==> config.mk <==
export PLATFORM = sky130hd
export DESIGN_NAME = pwr_wake_ctl
export DESIGN_NICKNAME = d
export VERILOG_FILES = /design/src/rtl/pwr_wake_ctl.sv
export SDC_FILE = /design/constraint.sdc
export NUM_CORES = 1
export LEC_CHECK = 0
export ABC_AREA = 1
export BUFFER_PORTS_ARGS = -buffer_cell sky130_fd_sc_hd__buf_2
export CAP_MARGIN = 10
export CORE_AREA = 2 2 39 41
export DETAILED_ROUTE_END_ITERATION = 8
export DIE_AREA = 0 0 41 43
export MAX_ROUTING_LAYER = met4
export PLACE_DENSITY_LB_ADDON = 0.2
export SETUP_SLACK_MARGIN = 0.1
export SYNTH_ARGS = -nofsm -noshare
export SYNTH_HDL_FRONTEND = slang
export SYNTH_SLANG_ARGS = --single-unit
==> constraint.sdc <==
create_clock -name clk -period 0.9 [get_ports clk]
set_clock_uncertainty 0.15 [all_clocks]
set_input_delay 0.135 -clock clk [delete_from_list [all_inputs] [get_ports clk]]
set_output_delay 0.135 -clock clk [all_outputs]
set_load 0.01 [all_outputs]
==> src/rtl/pwr_wake_ctl.sv <==
module pwr_wake_ctl #(
  parameter int DW       = 8,
  parameter int B_REM    = 0,
  parameter int B_OFF    = 1,
  parameter int B_WAKE   = 2,
  parameter int B_CAP    = 7
) (
  input  logic          clk,
  input  logic          rst_n,
  input  logic          wr_en,
  input  logic [DW-1:0] wr_data,
  output logic [DW-1:0] rd_data,
  input  logic          stby_ok,
  input  logic          stby_por,
  input  logic          alarm2_hit,
  input  logic          main_pg,
  output logic          pon_drive_low,
  output logic          pon_float,
  output logic          cfg_err
);
  logic rem_q, off_q, wake_q, cap_q;
  logic mem_q, por_q, err_q;

  always_ff @(posedge clk or negedge rst_n) begin
    if (!rst_n) begin
      rem_q  <= 1'b0;
      off_q  <= 1'b0;
      wake_q <= 1'b0;
      cap_q  <= 1'b0;
    end else if (wr_en) begin
      rem_q  <= wr_data[B_REM];
      off_q  <= wr_data[B_OFF];
      wake_q <= wr_data[B_WAKE];
      cap_q  <= wr_data[B_CAP];
    end
  end

  always_ff @(posedge clk or negedge rst_n) begin
    if (!rst_n) err_q <= 1'b0;
    else if (wr_en && wr_data[B_OFF] && wr_data[B_WAKE]) err_q <= 1'b1;
  end

  always_ff @(posedge clk or negedge rst_n) begin
    if (!rst_n) mem_q <= 1'b0;
    else if (main_pg) mem_q <= 1'b0;
    else if (alarm2_hit && rem_q && !stby_ok) mem_q <= 1'b1;
  end

  always_ff @(posedge clk or negedge rst_n) begin
    if (!rst_n) por_q <= 1'b0;
    else if (main_pg) por_q <= 1'b0;
    else if (stby_por) por_q <= wake_q && !off_q;
  end

  always_comb begin
    rd_data         = '0;
    rd_data[B_REM]  = rem_q;
    rd_data[B_OFF]  = off_q;
    rd_data[B_WAKE] = wake_q;
    rd_data[B_CAP]  = cap_q;
  end

  assign pon_drive_low = por_q | (mem_q & stby_ok);
  assign pon_float     = ~pon_drive_low;
  assign cfg_err       = err_q;
endmodule

==> impl_summary.md <==
Detailed routing
For this block, the via count after detailed routing is 289. The remaining antenna violation count after routing is 0. After detailed routing, the number of vias per cell comes to 3.85.

After detailed routing, the average wire length per cell comes to 7.89 um. The number of iterations in the first detailed-routing pass is 1. In this run, the number of DRC markers left after iteration 0 of detailed routing was 0. For this block, the routed nets add up to 592 um of wire. The number of remaining DRC errors is 0.

STA
The number of max-slew violations in the final report came to 0. Setup violations remaining at the end of the flow were counted as 7. The final worst-path cycle share is 136%. Derived from the worst setup path, the maximum achievable clock frequency is 818 MHz. Final hold analysis gives a worst-case slack of -0.0920 ns.

The number of failing hold endpoints at the final stage was 6. Setup repair after global routing could not meet its margin everywhere. The clock period minus final worst setup slack is 1.22 ns. The final setup slack of the worst path is -0.322 ns.

Final layout
The ratio of cells with drive above 1 in the final layout is 61.0%. The post-synthesis to final-layout area growth is 45.4%. The number of nets in the layout is 75.

The filler-free cell count of the finished design is 75. The number of inserted diodes is 0. Leaving out fill and tap cells, the most frequent cell in the layout is sky130_fd_sc_hd__buf_2. The library cells used most frequently in the layout, excluding fill and tap cells, are sky130_fd_sc_hd__buf_2, sky130_fd_sc_hd__dfrtp_1, sky130_fd_sc_hd__inv_1. The number of fill cells is 152.

Placement
Routability-driven placement finished with a final weighted congestion of 0.584. Detailed placement ended at an HPWL of 487 um. Counting tap cells, the placed design contains a total of 68 instances. The port buffer count is 17.

CTS
The number of hold buffers added after CTS was 1. The CTS H-tree depth is 1. The cell sitting at the root of the clock tree is a sky130_fd_sc_hd__clkbuf_4. The maximum buffer depth of the clock tree is 2. The clock slew seen by the registers of the worst setup and hold paths is 0.06 ns. The clock network latency to the later pin of the worst-skew pair is 0.25 ns. TritonCTS built the clock tree. The number of buffers added by the clock tree synthesis step is 3. For this design, the sink count on the clock tree is 7.

Synthesis
Yosys printed 0 warnings. The synthesized design devotes to its leading area cell type 50.0% of total area. The total standard cell area after synthesis is 350 sq um. Ranked by total cell area, the synthesized netlist is headed by sky130_fd_sc_hd__dfrtp_1, sky130_fd_sc_hd__buf_4, sky130_fd_sc_hd__inv_1, sky130_fd_sc_hd__o21ai_0, sky130_fd_sc_hd__a21oi_1. Yosys mapped the design onto 10 distinct sky130hd cell types. The synthesized netlist cell count is 40.

The synthesized design contains 7 register bits. The leading area contributor after synthesis is sky130_fd_sc_hd__dfrtp_1. Sequential cells were found to cover 50.0% of the synthesized design area. The average size of a mapped cell is 8.76 sq um.

Global routing
The first global-routing pass estimated 876 um of wire. The global router's overall resource usage is 8.28%. Entering global routing, the biggest net connects 9 pins.

The initial antenna violation count came to 0. Global routing finished with a remaining overflow of 0. The number of global-route vias before repair is 247.

Power
The leakage power summed over all cells is 0.268 nW. The design draws 0.786 mW. IR analysis of the VDD net gives a maximum drop of 556 uV. In this run the power density over the cells is 1540 nW/um^2.

Critical path
The required time of the critical path is 0.61 ns. The endpoint identified for the worst register-to-register timing path is mem_q. The number of cells on the worst reg-to-reg path is 3.

Data arrives at the worst endpoint at 0.94 ns. The path type of the worst setup path is reg -> out. The worst-path maximum fanout is 2. The critical path startpoint category is a register. Setup slack on the worst reg-to-reg path comes out at 0.04 ns. The startpoint of the most critical register-to-register path is rem_q.

The worst setup path is captured at an output port.

Hold path
The end point of the worst hold path is mem_q. The count of cells along the worst hold path is 2. The tightest min-delay check is of the in -> reg type. The startpoint identified for the worst hold timing path is main_pg.

Floorplan
Row generation in the floorplan step produced 14 rows. Once the floorplan was initialized, standard cells occupied 25.3% of the core. 26 I/O pins were placed. In this run the horizontal extent of the chip is 41 um. The floorplan step defined a die boundary enclosing 1760 sq um.

The floorplan core area is 1380 sq um. The die outline height is 43 um.

Outcome
The run finished, with violations left. The final reports fail on negative hold slack, negative setup slack.

Job
The max-cap violation count is 0.
## synth_stat cells
cell,number
sky130_fd_sc_hd__nand3_1,2
sky130_fd_sc_hd__nand2_1,4
sky130_fd_sc_hd__o21ai_0,4
sky130_fd_sc_hd__a21oi_1,3
sky130_fd_sc_hd__nand2_2,1
sky130_fd_sc_hd__o21bai_2,1
sky130_fd_sc_hd__buf_4,8
sky130_fd_sc_hd__inv_1,9
sky130_fd_sc_hd__conb_1,1
sky130_fd_sc_hd__dfrtp_1,7
## state kept, by name, indices dropped and copies added (netlist names)
signal	flops
por_q	1
wake_q	1
cap_q	1
mem_q	1
rem_q	1
off_q	1
cfg_err	1
## logic make-up after synthesis
| logic type | synth area share, % |
|---|---|
| buf+inv | 26.8 |
| flops | 50.0 |
| other cells | 1.07 |
| simple gates | 8.93 |
| compound gates | 13.2 |
## through the flow
stage	utilization [%]	setup TNS (ns)	worst slack [ns]	area (sq um)
after floorplan	-	-0.0354	-0.0354	373
after detailed placement	30.2	-0.139	-0.0758	418
final	36.8	-1.39	-0.322	509
after global routing	36.8	-1.68	-0.384	509
after global placement	30.2	-0.132	-0.0715	418
after CTS	35.4	-1.48	-0.340	489
## worst max path at each step
stage	end	startpoint	depth (start not counted)	slack, ns
6_report	pon_drive_low	mem_q	3	-0.32
5_1_grt	pon_drive_low	mem_q	3	-0.38
2_1_floorplan	pon_drive_low	mem_q	2	-0.04
4_1_cts	pon_drive_low	mem_q	3	-0.34
3_5_place_dp	pon_drive_low	mem_q	3	-0.08
3_3_place_gp	pon_drive_low	mem_q	3	-0.07
## critical path, stage by stage, from the launching register on
cell and delay [ns]:
sky130_fd_sc_hd__dfrtp_1 0.38, sky130_fd_sc_hd__a21oi_2 0.15, sky130_fd_sc_hd__inv_2 0.04, sky130_fd_sc_hd__buf_6 0.11
## where the power goes
group	internal [mW]	switching, mW	leakage, nW	total, mW
clock	0.163	0.123	0.0177	0.286
sequential	0.336	0.0123	0.0846	0.348
combinational	0.0724	0.0800	0.166	0.152
total	0.571	0.215	0.268	0.786
## layer usage
metal	vias to the layer above	GRT usage (%)	wire, um
li1	149	-	-
met3	0	4.71	73
met5	-	-	0
met2	12	11.3	290
met1	128	7.54	228
met4	0	8.00	0
## cell type report
cell class	count	area [sq um]	share of cell area [%]
clock inverter	1	5.00	0.983
sequential	7	175	34.4
multi-input combinational	19	129	25.3
timing repair buffer	20	124	24.3
inverter	9	33.8	6.63
clock buffer	3	22.5	4.42
tap	16	20.0	3.93
## what timing repair did
| item | CTS | global route |
|---|---|---|
| gates cloned | 0 | 0 |
| pin swaps | 3 | 3 |
| endpoints found under the setup margin | 8 | 13 |
| resized for setup | 6 | 9 |
| buffers inserted | 2 | 0 |
| hold endpoints to repair | 14 | 6 |
No activity file was read; power rests on OpenSTA's default activity.
